`src/rtl/intsrc_pkg.sv`:
```
package intsrc_pkg;
  typedef enum logic [1:0] {
    ACC_NONE  = 2'd0,
    ACC_WRITE = 2'd1,
    ACC_READ  = 2'd2
  } acc_kind_e;

  function automatic acc_kind_e decode_access(input logic wr, input logic rd,
                                              input logic hit);
    if (hit && wr)      return ACC_WRITE;
    else if (hit && rd) return ACC_READ;
    else                return ACC_NONE;
  endfunction
endpackage

```
`src/rtl/intsrc_edge.sv`:
```
module intsrc_edge #(
  parameter int W = 6
) (
  input  logic         clk,
  input  logic         rst,
  input  logic [W-1:0] lvl,
  output logic [W-1:0] rise
);
  logic [W-1:0] prev_q;

  always_ff @(posedge clk) begin
    if (rst) prev_q <= '0;
    else     prev_q <= lvl;
  end

  assign rise = lvl & ~prev_q;
endmodule

```
`src/rtl/intsrc_cell.sv`:
```
module intsrc_cell #(
  parameter bit IMPL = 1'b1
) (
  input  logic clk,
  input  logic rst,
  input  logic wr_hit,
  input  logic wr_bit,
  input  logic rise,
  output logic en_q,
  output logic pend_q
);
  generate
    if (IMPL) begin : g_impl
      logic en_next;
      assign en_next = wr_hit ? wr_bit : en_q;
      always_ff @(posedge clk) begin
        if (rst) begin
          en_q   <= 1'b0;
          pend_q <= 1'b0;
        end else begin
          en_q   <= en_next;
          // Edge qualified by the enable held before this cycle's write;
          // a cleared enable wipes the flag at the same edge.
          pend_q <= en_next & (pend_q | (rise & en_q));
        end
      end
    end else begin : g_absent
      assign en_q   = 1'b0;
      assign pend_q = 1'b0;
    end
  endgenerate
endmodule

```
`src/rtl/intsrc_any.sv`:
```
module intsrc_any #(
  parameter int W = 6
) (
  input  logic         clk,
  input  logic         rst,
  input  logic [W-1:0] pend,
  input  logic [W-1:0] en,
  output logic         any_q
);
  always_ff @(posedge clk) begin
    if (rst) any_q <= 1'b0;
    else     any_q <= |(pend & en);
  end
endmodule

```
`src/rtl/intsrc_regblock.sv`:
```
module intsrc_regblock #(
  parameter int               NSRC       = 6,
  parameter int               DATA_W     = 8,
  parameter int               ADDR_W     = 5,
  parameter logic [ADDR_W-1:0] REG_OFFSET = 5'h1E,
  parameter logic [NSRC-1:0]  VALID_MASK = 6'h3F
) (
  input  logic              clk,
  input  logic              rst,
  input  logic              wr_en,
  input  logic              rd_en,
  input  logic [ADDR_W-1:0] addr,
  input  logic [DATA_W-1:0] wr_data,
  output logic [DATA_W-1:0] rd_data,
  input  logic [NSRC-1:0]   src_in,
  output logic              irq
);
  import intsrc_pkg::*;

  localparam int PAD_W = DATA_W - NSRC;

  acc_kind_e        acc;
  logic             wr_hit;
  logic             rd_hit;
  logic [NSRC-1:0]  rise_vec;
  logic [NSRC-1:0]  en_vec;
  logic [NSRC-1:0]  pend_vec;
  logic [DATA_W-1:0] status_word;

  assign acc    = decode_access(wr_en, rd_en, addr == REG_OFFSET);
  assign wr_hit = (acc == ACC_WRITE);
  assign rd_hit = (acc == ACC_READ);

  intsrc_edge #(.W(NSRC)) u_edge (
    .clk  (clk),
    .rst  (rst),
    .lvl  (src_in),
    .rise (rise_vec)
  );

  for (genvar i = 0; i < NSRC; i++) begin : g_src
    intsrc_cell #(.IMPL(VALID_MASK[i])) u_cell (
      .clk    (clk),
      .rst    (rst),
      .wr_hit (wr_hit),
      .wr_bit (wr_data[i]),
      .rise   (rise_vec[i]),
      .en_q   (en_vec[i]),
      .pend_q (pend_vec[i])
    );
  end

  generate
    if (PAD_W > 0) begin : g_pad
      assign status_word = {{PAD_W{1'b0}}, pend_vec & en_vec};
    end else begin : g_nopad
      assign status_word = pend_vec & en_vec;
    end
  endgenerate

  always_ff @(posedge clk) begin
    if (rst)         rd_data <= '0;
    else if (rd_hit) rd_data <= status_word;
    else             rd_data <= '0;
  end

  intsrc_any #(.W(NSRC)) u_any (
    .clk   (clk),
    .rst   (rst),
    .pend  (pend_vec),
    .en    (en_vec),
    .any_q (irq)
  );
endmodule

```
`config.mk`:
```
export PLATFORM = sky130hd
export DESIGN_NAME = intsrc_regblock
export DESIGN_NICKNAME = d
export VERILOG_FILES = /design/src/rtl/intsrc_pkg.sv /design/src/rtl/intsrc_edge.sv /design/src/rtl/intsrc_cell.sv /design/src/rtl/intsrc_any.sv /design/src/rtl/intsrc_regblock.sv
export SDC_FILE = /design/constraint.sdc
export NUM_CORES = 1
export LEC_CHECK = 0
export BUFFER_PORTS_ARGS = -buffer_cell sky130_fd_sc_hd__buf_2
export CAP_MARGIN = 20
export CORE_MARGIN = 1
export CORE_UTILIZATION = 35
export DETAILED_ROUTE_END_ITERATION = 8
export PLACE_DENSITY = 0.56
export SLEW_MARGIN = 5
export SYNTH_ARGS = -nofsm -noshare
export SYNTH_HDL_FRONTEND = slang
export SYNTH_HIERARCHICAL = 1
export SYNTH_SLANG_ARGS = --single-unit
export TNS_END_PERCENT = 1
```
`constraint.sdc`:
```
create_clock -name clk -period 3.1 [get_ports clk]
set_clock_uncertainty 0.2 [all_clocks]
set_input_delay 0.62 -clock clk [delete_from_list [all_inputs] [get_ports clk]]
set_output_delay 0.62 -clock clk [all_outputs]
set_load 0.02 [all_outputs]
```
==> results.yml, run 1 <==
global_route:
  grt-ovfl-total: 0
  grt_first_pass_wirelength_mm: 2.82
  antenna_found_initial: 0
  grtUsageTotal: 0.139
  grt_pass1_vias: 670
  grt_max_degree: 21
placement:
  dp_slack_ns: 1.03
  io_buffers: 27
  gp_congestion: 0.684
  placed_area_mm2: 0.00112
  hpwl_mm: 1.27
yosys:
  ys_ff_latch: 25
  synth_top_area_share: 0.527
  ys_seq_area_frac: 0.527
  synthCells: 96
  synth_ff_type: "dfxtp_1"
  yosys-top-cells-area: "dfxtp_1, nor2b_1, a2111oi_1"
  synthArstFlopShare: 0
  avgSynthCellArea_um2: 9.89
  synth_edf_count: 0
  synth_top_area_cell: "dfxtp_1"
  synth_area_um2: 950
  yosys.cell_types.count: 17
  ys_warn_count: 6
routing:
  dr_wl_met3_um: 95
  wl_met1_um: 810
  route.detailed.drc: 0
  wl_mm: 1.73
  avgRoutedWirePerCell_um: 11.0
  dr.max_layer_used: "met4"
  ant_nets: 0
  wl_met2_um: 796
  dr_total_vias: 744
  dr.pass1.iters: 3
  drt_iter0_markers: 10
  viasPerCell: 4.74
finish:
  nNetsFinal: 151
  n_fill_cell: 266
  final_core_util: 0.456
  antenna_cells: 0
  layout-drive-gt1-share: 0.268
  design_area_mm2: 0.00115
  area_growth_pct: 21.1
power:
  p_leak_nw: 0.459
  power_density_mw_per_mm2: 440
  ir_drop_mv: 0.192
clock_network:
  cts-root-buf: "clkbuf_4"
  cts_buffers: 3
  cts_resized: 0
  hold_buffers: 0
  tritoncts: "built"
  cts_sinks: 25
  postCtsSetupBuffers: 0
  cts_max_level: 1
  cts_max_path_buffers: 2
  clk_pin_slew_worst_paths_ns: 0.13
  insertion_delay_ns: 0.30
floorplan:
  dieArea_mm2: 0.00293
  start_util: 0.376
  fp.dieH_um: 54.1
  ios: 32
  rows: 18
  die_w_um: 54.1
  core_mm2: 0.00252
timing:
  setup_viol: 0
  setup_tns_ns: 0
  rsz0062_at_grt: "false"
  whs_ns: 0.281
  timing.final.crit_share: 0.557
  post-route-min-period_ns: 1.73
  final.setup.worst_slack_ns: 1.37
  slew_viol_final: 0
  hold_violations: 0
  fmax_mhz: 579
setup_path:
  start_kind: "input pin"
  cp-end-kind: "register"
  cp_data_required_time_ns: 3.10
  critPathLaunch: "addr[4]"
  r2r_start: "g_src[3].u_cell/pend_q"
  critPathArrivalTime_ns: 1.72
  worst-setup-path-type: "input pin to register"
  path_max_fanout: 18
status:
  outcome: "complete, no violations"
hold_path:
  holdCritStartpoint: "g_src[5].u_cell/en_q"
  min_path_type: "register to register"
flow_run:
  max_cap_violations: 0
per-stage QoR:
step	power [mW]	cells
2_1_floorplan	0.354	97
3_3_place_gp	0.372	153
3_5_place_dp	0.374	153
4_1_cts	0.517	157
5_1_grt	0.530	157
6_report	0.505	157
sequential cells by signal (all words and copies together) (netlist names):
name	flops
g_src.u_cell/en_q	6
g_src.u_cell/pend_q	6
rd_data	6
u_edge/prev_q	6
u_any/any_q	1
synthesized netlist by cell type, types with 2 or more instances:
| cell type | n |
|---|---|
| nand2_1 | 6 |
| a22oi_1 | 3 |
| nor2_1 | 12 |
| nor2b_1 | 12 |
| inv_1 | 6 |
| a21oi_1 | 6 |
| mux2i_1 | 6 |
| buf_4 | 2 |
| a2111oi_1 | 6 |
| dfxtp_1 | 25 |
| nor3_1 | 6 |
worst max-delay path, stage by stage:
cell and delay, ns:
buf_2 0.11, nand4_1 0.12, nor3b_2 0.18, buf_4 0.26, a21oi_1 0.10, a2111oi_1 0.32
logic make-up (layout without fill, tap and decap cells):
kind of cell    after synthesis  in the layout  share of synthesized area
buf+inv                       8             38                     0.0395
flops                        25             25                      0.527
simple gates                 40             40                      0.241
mux                           6              6                     0.0632
other cells                   1              2                    0.00395
compound gates               16             16                      0.125
placed cells by master, fill, tap and decap left out:
| master | n |
|---|---|
| nor2_1 | 12 |
| dfxtp_1 | 25 |
| nor2b_1 | 12 |
| conb_1 | 2 |
| buf_4 | 1 |
| a2111oi_1 | 6 |
| inv_1 | 6 |
| clkbuf_4 | 3 |
| a21oi_1 | 6 |
| nand4bb_4 | 1 |
| buf_2 | 27 |
| nand2_1 | 6 |
| mux2i_1 | 6 |
| nand4b_2 | 1 |
| nand4_1 | 1 |
| clkbuf_1 | 1 |
| nor3_1 | 6 |
| nor3b_2 | 1 |
| a31oi_1 | 1 |
| a22oi_1 | 3 |
final timing paths:
| kind | to | slack [ns] | depth (start not counted) |
|---|---|---|---|
| max | g_src[3].u_cell/pend_q | 1.37 | 6 |
| min | rd_data[5] | 0.28 | 2 |
| min reg2reg | rd_data[5] | 0.28 | 2 |
| max reg2reg | g_src[3].u_cell/pend_q | 2.00 | 2 |
where the power goes:
part	internal, mW	switching (mW)
combinational	0.0187	0.0200
clock	0.0502	0.0889
sequential	0.326	0.00167
total	0.395	0.111
per-layer routing:
metal  up-vias  GRT usage
met5         -          0
li1        394          -
met2        21      0.216
met3         4     0.0254
met1       325      0.173
met4         0     0.0940
layout make-up:
class / instances / area (um^2) / share of cell area
flip-flops and latches: 25 / 500 / 0.435
multi-input cells: 64 / 420 / 0.366
repair buffers: 28 / 143 / 0.124
well taps: 30 / 37.5 / 0.0326
clock buffers: 4 / 26.3 / 0.0229
inverters: 6 / 22.5 / 0.0196
(Power assumes the default switching activity.)
==> run 2, diff against run 1 <==
--- a/config.mk
+++ b/config.mk
@@ -10,7 +10,7 @@
 export CORE_MARGIN = 1
 export CORE_UTILIZATION = 35
 export DETAILED_ROUTE_END_ITERATION = 8
-export PLACE_DENSITY = 0.56
+export PLACE_DENSITY = 0.58
 export SLEW_MARGIN = 5
 export SYNTH_ARGS = -nofsm -noshare
 export SYNTH_HDL_FRONTEND = slang
==> constraint.sdc (replaced) <==
create_clock -name clk -period 1.4 [get_ports clk]
set_clock_uncertainty 0.2 [all_clocks]
set_input_delay 0.28 -clock clk [delete_from_list [all_inputs] [get_ports clk]]
set_output_delay 0.28 -clock clk [all_outputs]
set_load 0.02 [all_outputs]
==> run 2 against run 1 <==
Against the previous run: die area did not move; sequential power rose by 120%; non-clock buffer count rose by 15; total power rose by 130%; first-iteration DRC count fell by 30%; hold slack got worse by 0.27 ns; largest power group unchanged; core utilization rose by 6.3 points; critical path type unchanged; critical endpoint is now g_src[2].u_cell/pend_q; highest routed layer unchanged; worst setup slack got worse by 1.3 ns; sequential cell count did not move; clock power rose by 120%; clock-buffer cell count did not move; sequential share of layout area fell by 5.3 points.
==> results.yml, run 2 (synthesis results as in run 1) <==
status:
  outcome: "complete, no violations"
routing:
  avgRoutedWirePerCell_um: 11.1
  dr.pass1.iters: 3
  route.detailed.drc: 0
  dr_total_vias: 823
  viasPerCell: 4.78
  wl_mm: 1.90
  drt_iter0_markers: 7
  ant_nets: 0
power:
  power_density_mw_per_mm2: 885
  p_leak_nw: 0.535
  ir_drop_mv: 0.476
timing:
  final.setup.worst_slack_ns: 0.0654
  slew_viol_final: 0
  timing.final.crit_share: 0.953
  fmax_mhz: 749
  setup_viol: 0
  whs_ns: 0.00740
  hold_violations: 0
  post-route-min-period_ns: 1.33
  rsz0062_at_grt: "true"
clock_network:
  postCtsSetupBuffers: 0
  insertion_delay_ns: 0.30
  cts_buffers: 3
  cts-root-buf: "clkbuf_4"
  cts_max_path_buffers: 2
  tritoncts: "built"
  clk_pin_slew_worst_paths_ns: 0.13
  cts_max_level: 1
  cts_sinks: 25
placement:
  place_inst: 161
  io_buffers: 27
  gp_congestion: 0.683
  placed_area_mm2: 0.00120
  hpwl_mm: 1.40
  dp_slack_ns: -0.294
floorplan:
  start_util: 0.376
  die_w_um: 54.1
  dieArea_mm2: 0.00293
  fp.dieH_um: 54.1
  rows: 18
  ios: 32
  core_mm2: 0.00252
finish:
  layout-drive-gt1-share: 0.310
  final_common_cell: "buf_2"
  design_area_mm2: 0.00131
  nNetsFinal: 166
  final_cell_mix: "buf_2, dfxtp_1, nor2_1, nor2b_1, buf_4"
  final_core_util: 0.519
  stdcell_count: 172
  antenna_cells: 0
  area_growth_pct: 37.8
  n_fill_cell: 245
global_route:
  grt_pass1_vias: 766
  grt_max_degree: 19
  grtUsageTotal: 0.142
  met1_usage: 0.175
  antenna_found_initial: 0
  grt_first_pass_wirelength_mm: 3.05
  grt-busiest-layer: "met2"
  use_met2: 0.245
  globalRouteMet3Util: 0.0254
  grt-ovfl-total: 0
setup_path:
  path_max_fanout: 18
  cp_data_required_time_ns: 1.40
  start_kind: "input pin"
  worst-setup-path-type: "input pin to register"
  cp-end-kind: "register"
  critPathArrivalTime_ns: 1.33
flow_run:
  max_cap_violations: 0
hold_path:
  min_path_type: "input pin to register"
[run 2: changes by cell type in the layout (fill, tap and decap cells not counted), sizes merged]
cell	change
dlygate4sd3	+7
buf	+8
[run 2: worst paths after layout]
kind,start,endpoint,slack [ns],cells past startpoint
setup / recovery,addr[4],g_src[2].u_cell/pend_q,0.07,6
hold / removal,rst,u_any/any_q,0.007,2
hold reg to reg,g_src[2].u_cell/en_q,rd_data[2],0.28,2
setup reg to reg,g_src[5].u_cell/pend_q,g_src[5].u_cell/pend_q,0.28,2
[run 2: final cells by class]
class	count	area, um^2	share of cell area
tap	30	37.5	0.0287
clock buffer	4	26.3	0.0201
inverter	6	22.5	0.0172
sequential	25	500	0.382
timing repair buffer	43	285	0.218
multi-input combinational	64	437	0.334
[run 2: per-layer routing]
metal	wire length (um)	share of wire	vias up
li1	-	-	424
met1	905	0.48	379
met2	909	0.48	18
met3	75	0.039	2
met4	12	0.0063	0
met5	0	0	-
[run 2: stage by stage]
step / setup TNS, ns / total power, mW
after floorplan: -2.90 / 0.784
after global placement: -1.72 / 0.844
after detailed placement: -2.03 / 0.848
after CTS: 0 / 1.17
after global routing: -0.0143 / 1.21
final: 0 / 1.16
[run 2: timing repair]
item	in CTS	in global routing
hold buffers	6	1
hold endpoints to repair	6	1
setup endpoints to repair	0	4
resized for setup	0	2
[run 2: critical path, stage by stage]
cell and delay (ns):
buf_2 0.09, nand4_1 0.14, nor3b_4 0.23, buf_12 0.18, a21oi_1 0.08, a2111oi_1 0.32
[run 2: where the power goes]
group,switching (mW),internal (mW),leakage [nW]
clock,0.199,0.111,0.0150
combinational,0.0530,0.0697,0.317
sequential,0.00374,0.722,0.203
